[config.mk]
export PLATFORM = sky130hd
export DESIGN_NAME = pirq_sense_ctrl
export DESIGN_NICKNAME = d
export VERILOG_FILES = /design/src/rtl/pirq_pkg.sv /design/src/rtl/pirq_sense_bank.sv /design/src/rtl/pirq_pin_detect.sv /design/src/rtl/pirq_latch.sv /design/src/rtl/pirq_irq_merge.sv /design/src/rtl/pirq_sense_ctrl.sv
export SDC_FILE = /design/constraint.sdc
export NUM_CORES = 1
export LEC_CHECK = 0
export ABC_AREA = 1
export BUFFER_PORTS_ARGS = -buffer_cell sky130_fd_sc_hd__buf_4
export CAP_MARGIN = 20
export CORE_UTILIZATION = 56
export DETAILED_ROUTE_END_ITERATION = 8
export PLACE_DENSITY = 0.76
export SLEW_MARGIN = 10
export SYNTH_ARGS = -nofsm -noshare
export SYNTH_HDL_FRONTEND = slang
export SYNTH_SLANG_ARGS = --single-unit
export TNS_END_PERCENT = 1
[constraint.sdc]
create_clock -name clk -period 1.85 [get_ports clk]
set_input_delay 0.555 -clock clk [delete_from_list [all_inputs] [get_ports clk]]
set_output_delay 0.555 -clock clk [all_outputs]
set_load 0.01 [all_outputs]
[src/rtl/pirq_pkg.sv]
package pirq_pkg;
   localparam int unsigned DATA_W  = 32;
   localparam int unsigned FIELD_W = 4;
   localparam int unsigned ADDR_W  = 4;
   localparam int unsigned DIRECT_BIT = 3;

   localparam logic [ADDR_W-1:0] A_ACCEPT = 4'd0;
   localparam logic [ADDR_W-1:0] A_EN_SET = 4'd1;
   localparam logic [ADDR_W-1:0] A_EN_CLR = 4'd2;
   localparam logic [ADDR_W-1:0] A_PEND   = 4'd3;
   localparam logic [ADDR_W-1:0] A_MSTAT  = 4'd4;
   localparam logic [ADDR_W-1:0] A_SENSE0 = 4'd8;

   typedef enum logic [2:0] {
      K_RISE = 3'd0,
      K_FALL = 3'd1,
      K_HIGH = 3'd2,
      K_LOW  = 3'd3,
      K_ANY  = 3'd4
   } sense_kind_e;

   function automatic logic sense_hit(input logic [2:0] kind,
                                      input logic now_v,
                                      input logic old_v);
      logic r;
      case (kind)
         K_RISE:  r = now_v & ~old_v;
         K_FALL:  r = ~now_v & old_v;
         K_HIGH:  r = now_v;
         K_LOW:   r = ~now_v;
         K_ANY:   r = now_v ^ old_v;
         default: r = 1'b0;
      endcase
      return r;
   endfunction
endpackage

[src/rtl/pirq_sense_bank.sv]
module pirq_sense_bank
   import pirq_pkg::*;
#(
   parameter int unsigned NPINS = 32
) (
   input  logic                           clk,
   input  logic                           rst_n,
   input  logic                           wr_en,
   input  logic [ADDR_W-1:0]              wr_addr,
   input  logic [DATA_W-1:0]              wr_data,
   output logic [NPINS/8-1:0][DATA_W-1:0] regs_q,
   output logic [NPINS*FIELD_W-1:0]       fields
);
   localparam int unsigned NREGS = NPINS / 8;

   for (genvar k = 0; k < NREGS; k++) begin : g_reg
      localparam logic [ADDR_W-1:0] MY_ADDR = ADDR_W'(int'(A_SENSE0) + k);
      always_ff @(posedge clk or negedge rst_n) begin
         if (!rst_n)
            regs_q[k] <= '0;
         else if (wr_en && wr_addr == MY_ADDR)
            regs_q[k] <= wr_data;
      end
   end

   assign fields = regs_q;
endmodule

[src/rtl/pirq_pin_detect.sv]
module pirq_pin_detect
   import pirq_pkg::*;
(
   input  logic [FIELD_W-1:0] field,
   input  logic               pin_now,
   input  logic               pin_d1,
   input  logic               pin_d2,
   input  logic               accept,
   output logic               event_o
);
   logic cur_v, old_v;

   always_comb begin
      if (field[DIRECT_BIT]) begin
         cur_v = pin_now;
         old_v = pin_d1;
      end else begin
         cur_v = pin_d1;
         old_v = pin_d2;
      end
      event_o = accept & sense_hit(field[2:0], cur_v, old_v);
   end
endmodule

[src/rtl/pirq_latch.sv]
module pirq_latch
   import pirq_pkg::*;
#(
   parameter int unsigned NPINS = 32
) (
   input  logic              clk,
   input  logic              rst_n,
   input  logic              wr_en,
   input  logic [ADDR_W-1:0] wr_addr,
   input  logic [NPINS-1:0]  wr_bits,
   input  logic [NPINS-1:0]  events,
   output logic [NPINS-1:0]  accept_q,
   output logic [NPINS-1:0]  en_q,
   output logic [NPINS-1:0]  pend_q,
   output logic [NPINS-1:0]  mstat
);
   logic [NPINS-1:0] clr_bits;

   assign clr_bits = (wr_en && wr_addr == A_PEND) ? wr_bits : '0;

   always_ff @(posedge clk or negedge rst_n) begin
      if (!rst_n)
         accept_q <= '0;
      else if (wr_en && wr_addr == A_ACCEPT)
         accept_q <= wr_bits;
   end

   always_ff @(posedge clk or negedge rst_n) begin
      if (!rst_n)
         en_q <= '0;
      else if (wr_en && wr_addr == A_EN_SET)
         en_q <= en_q | wr_bits;
      else if (wr_en && wr_addr == A_EN_CLR)
         en_q <= en_q & ~wr_bits;
   end

   always_ff @(posedge clk or negedge rst_n) begin
      if (!rst_n)
         pend_q <= '0;
      else
         pend_q <= (pend_q & ~clr_bits) | events;
   end

   assign mstat = pend_q & en_q;
endmodule

[src/rtl/pirq_irq_merge.sv]
module pirq_irq_merge #(
   parameter int unsigned NPINS   = 32,
   parameter int unsigned NGROUPS = 2
) (
   input  logic [NPINS-1:0]   mstat,
   output logic [NGROUPS-1:0] irq
);
   localparam int unsigned GSIZE = NPINS / NGROUPS;

   for (genvar g = 0; g < NGROUPS; g++) begin : g_grp
      assign irq[g] = |mstat[g*GSIZE +: GSIZE];
   end
endmodule

[src/rtl/pirq_sense_ctrl.sv]
module pirq_sense_ctrl
   import pirq_pkg::*;
#(
   parameter int unsigned NPINS = 32
) (
   input  logic              clk,
   input  logic              rst_n,
   input  logic [NPINS-1:0]  pins_i,
   input  logic              wr_en,
   input  logic [3:0]        wr_addr,
   input  logic [31:0]       wr_data,
   input  logic [3:0]        rd_addr,
   output logic [31:0]       rd_data,
   output logic              irq_lo,
   output logic              irq_hi
);
   localparam int unsigned NREGS   = NPINS / 8;
   localparam int unsigned NGROUPS = 2;

   if (NPINS % 16 != 0 || NPINS > DATA_W || NPINS == 0) begin : g_bad_npins
      $error("pirq_sense_ctrl: NPINS must be 16 or 32");
   end

   logic [NPINS-1:0]              pin_d1, pin_d2;
   logic [NREGS-1:0][DATA_W-1:0]  sense_regs;
   logic [NPINS*FIELD_W-1:0]      sense_fields;
   logic [NPINS-1:0]              events;
   logic [NPINS-1:0]              accept_q, en_q, pend_q, mstat;
   logic [NGROUPS-1:0]            irq;

   always_ff @(posedge clk or negedge rst_n) begin
      if (!rst_n) begin
         pin_d1 <= '0;
         pin_d2 <= '0;
      end else begin
         pin_d1 <= pins_i;
         pin_d2 <= pin_d1;
      end
   end

   pirq_sense_bank #(.NPINS(NPINS)) u_bank (
      .clk     (clk),
      .rst_n   (rst_n),
      .wr_en   (wr_en),
      .wr_addr (wr_addr),
      .wr_data (wr_data),
      .regs_q  (sense_regs),
      .fields  (sense_fields)
   );

   for (genvar i = 0; i < NPINS; i++) begin : g_pin
      pirq_pin_detect u_det (
         .field   (sense_fields[i*FIELD_W +: FIELD_W]),
         .pin_now (pins_i[i]),
         .pin_d1  (pin_d1[i]),
         .pin_d2  (pin_d2[i]),
         .accept  (accept_q[i]),
         .event_o (events[i])
      );
   end

   pirq_latch #(.NPINS(NPINS)) u_latch (
      .clk      (clk),
      .rst_n    (rst_n),
      .wr_en    (wr_en),
      .wr_addr  (wr_addr),
      .wr_bits  (wr_data[NPINS-1:0]),
      .events   (events),
      .accept_q (accept_q),
      .en_q     (en_q),
      .pend_q   (pend_q),
      .mstat    (mstat)
   );

   pirq_irq_merge #(.NPINS(NPINS), .NGROUPS(NGROUPS)) u_merge (
      .mstat (mstat),
      .irq   (irq)
   );

   assign irq_lo = irq[0];
   assign irq_hi = irq[1];

   always_comb begin
      rd_data = '0;
      case (rd_addr)
         A_ACCEPT:           rd_data = DATA_W'(accept_q);
         A_EN_SET, A_EN_CLR: rd_data = DATA_W'(en_q);
         A_PEND:             rd_data = DATA_W'(pend_q);
         A_MSTAT:            rd_data = DATA_W'(mstat);
         default: begin
            for (int k = 0; k < int'(NREGS); k++) begin
               if (rd_addr == ADDR_W'(int'(A_SENSE0) + k))
                  rd_data = sense_regs[k];
            end
         end
      endcase
   end
endmodule

==> out/results.tsv <==
metric	value	unit
Syn Area/Cell	6.97	um^2
worst-case vdd ir drop	0.797	mV
Final setup viols	34	
pre-CTS setup slack	-465	ps
Synth area leader	dfrtp_1	
post-synthesis register bit count	288	
hpwl dp	33700	um
Post-synth EDFFs	0	
Sw Share	0.349	
cell count after synthesis	2339	
Worst Hold Class	in -> reg	
highest routed layer	met4	
Least-Margin Pin Slew	364	ps
sequential-to-total area share from yosys stat	0.442	
GRT overflow	0	
layout net count	2660	
Starting Density	0.568	
final worst setup slack	-432	ps
first-pass GRT wire length	79700	um
# fillers	2307	
Internal	14.2	mW
Final Instance Area	20100	um^2
Area contributors post-synth	dfrtp_1 (44%), nand2_1 (16%), o21ai_0 (9.1%)	
routed via count	16100	
Max-slew headroom	0.758	
synth cell count leaders	nand2_1 (706), inv_1 (386), o21ai_0 (297)	
routed length on met2	22000	um
DIE WIDTH	173	um
Area growth, synth to finish	23.2	%
CTS H-tree depth	2	
DR DRC count	0	
1st-pass router iterations	8	
Final Hold Fails	0	
Die Span Y	173	um
R2R depth	12	
max frequency	438	MHz
Tmin final	2280	ps
GRT Total Usage	0.334	
clk_skew	14.4	ps
I/O Pins	109	
WP data required	1290	ps
Via density	5.48	
period utilisation layout	1.23	
CTS Buf Count	35	
Unique masters post-synth	21	
clock-pin transition on the worst setup and hold timing paths	60	ps
min-delay src	pins_i[2]	
clock buffer depth	3	
power per cell area	1090	nW/um^2
status	finished, violations left	
CTS Sinks	288	
WHS	144	ps
layout cell share with drive strength beyond 1	0.136	
# diodes	0	
Ys Warns	0	
failing checks	negative setup slack	
WL per Instance	16.6	um
Initial DRC Count	1440	
CTS root buffer	clkbuf_16	
kind of critical path	in -> out	
origin of the critical flop-to-flop path	u_bank.fields[11]	
Metal-1 WL	20000	um
largest net degree at the start of global routing	65	
gp weighted congestion	0.916	
post-synth top area share	0.442	
std cell rows	62	
most frequent cell after synthesis	nand2_1	
Worst EP arrival	1730	ps
metal3 WL	4730	um
Static Leakage	10.4	nW
prevailing post-synth register cell	dfrtp_1	
port bufs	108	
ANT nets after route	0	
number of global-route vias before repair	15800	
Max-cap violations	0	
placed instance area	18300	um^2
CTS tree	done	
syn nets	2478	
critical path endpoint category	output pin	
WHS Path Cells	1	
Total Wirelength	48700	um
clock power share	0.331	
Seq pwr share	0.410	
RR Endpoint	u_latch.pend_q[2]	
die area	29800	um^2
maximum fanout along the worst path	13	
Worst Hold End	pin_d1[2]	
Core Box Area	28700	um^2
combinational share of power	0.259	
crit path launch type	primary input	
asr flop ratio synth	1.00	
initial antenna violation count	0	
PnR Total Power	21.9	mW
Net Sw Power	7.63	mW
RSZ-0062 raised after global routing	true	
Max Slew Vio Count	0	
area of the mapped netlist	16300	um^2
worst skew pair latency	520	ps
Reg2Reg Setup Slack	130	ps
## power groups by stage
stage               clock network (mW)  logic, mW  registers, mW
floorplan                            0       3.52           8.58
global placement                     0       5.12           8.92
detailed placement                   0       5.37           8.96
CTS                               7.28       5.57           8.90
global route                      7.55       6.47           9.15
finish                            7.24       5.67           8.97
## final cells by class
class,instances,area (um^2),share of cell area
clock buffers,53,1090,0.0540
clock inverters,9,128,0.00635
inverters,392,1490,0.0742
multi-input cells,1597,7680,0.382
flip-flops and latches,288,7210,0.359
well taps,384,480,0.0239
repair buffers,207,2020,0.101
## cells in the final DEF (no fill, tap or decap)
cell type and n:
a21oi_1 31, a21oi_2 6, buf_12 24, buf_4 143, buf_6 34, buf_8 5, bufinv_16 3, clkbuf_1 6
clkbuf_16 37, clkbuf_8 10, clkinv_2 4, clkinv_4 1, dfrtp_1 287, dfrtp_2 1, dlygate4sd3_1 1, ha_1 64
inv_1 385, inv_2 2, inv_4 3, inv_6 2, inv_8 1, nand2_1 686, nand2_2 12, nand2_4 9
nand3_1 134, nand3_2 13, nand3_4 1, nand4_1 40, nor2_1 246, nor2_2 11, nor2_4 6, nor3_4 1
o21ai_0 277, o21ai_1 39, o21ai_2 12, o22ai_1 3, o22ai_2 5, or2_1 1
## worst max-delay path, cell delays in order
cell,delay (ps)
buf_12,110
nand2_4,80
inv_2,60
nand2_4,80
inv_4,50
buf_12,150
nand2_1,50
o21ai_0,110
nor2_2,220
nand2_1,110
buf_6,140
## through the flow
stage,util,TNS (ps),cells
global placement,0.637,-12980,2858
finish,0.700,-12100,2930
CTS,0.697,-11000,2930
global route,0.700,-14000,2930
detailed placement,0.637,-13730,2858
floorplan,-,-47.7,2339
## worst max path at each step
| stage | start | to | slack (ps) | cells after the start |
|---|---|---|---|---|
| floorplan | rd_addr[2] | rd_data[15] | -3 | 8 |
| global placement | rd_addr[2] | rd_data[15] | -450 | 8 |
| detailed placement | rd_addr[2] | rd_data[9] | -470 | 11 |
| CTS | rd_addr[0] | rd_data[0] | -350 | 11 |
| global route | rd_addr[2] | rd_data[29] | -440 | 12 |
| finish | rd_addr[0] | rd_data[16] | -430 | 11 |
## metal layers
metal | vias up | track usage
met5 | - | 0
met4 | 0 | 0.147
met3 | 139 | 0.0693
met2 | 731 | 0.531
met1 | 7524 | 0.442
li1 | 7672 | -
## kinds of logic (layout without fill, tap and decap cells)
kind of cell    Yosys count  in the layout  share of synthesized area
flops                   288            288                      0.442
compound gates          373            373                      0.115
buf+inv                 454            661                      0.107
simple gates           1160           1160                      0.287
fa+ha+maj                64             64                     0.0491
## timing repair
action | CTS | global route
endpoints found under the hold margin | 16 | 0
gates resized for setup | 115 | 39
hold buffers | 1 | 0
buffers inserted | 7 | 0
pin swaps | 31 | 12
gates cloned | 2 | 0
endpoints found under the setup margin | 34 | 38
Power figures use the tool's default switching activity.
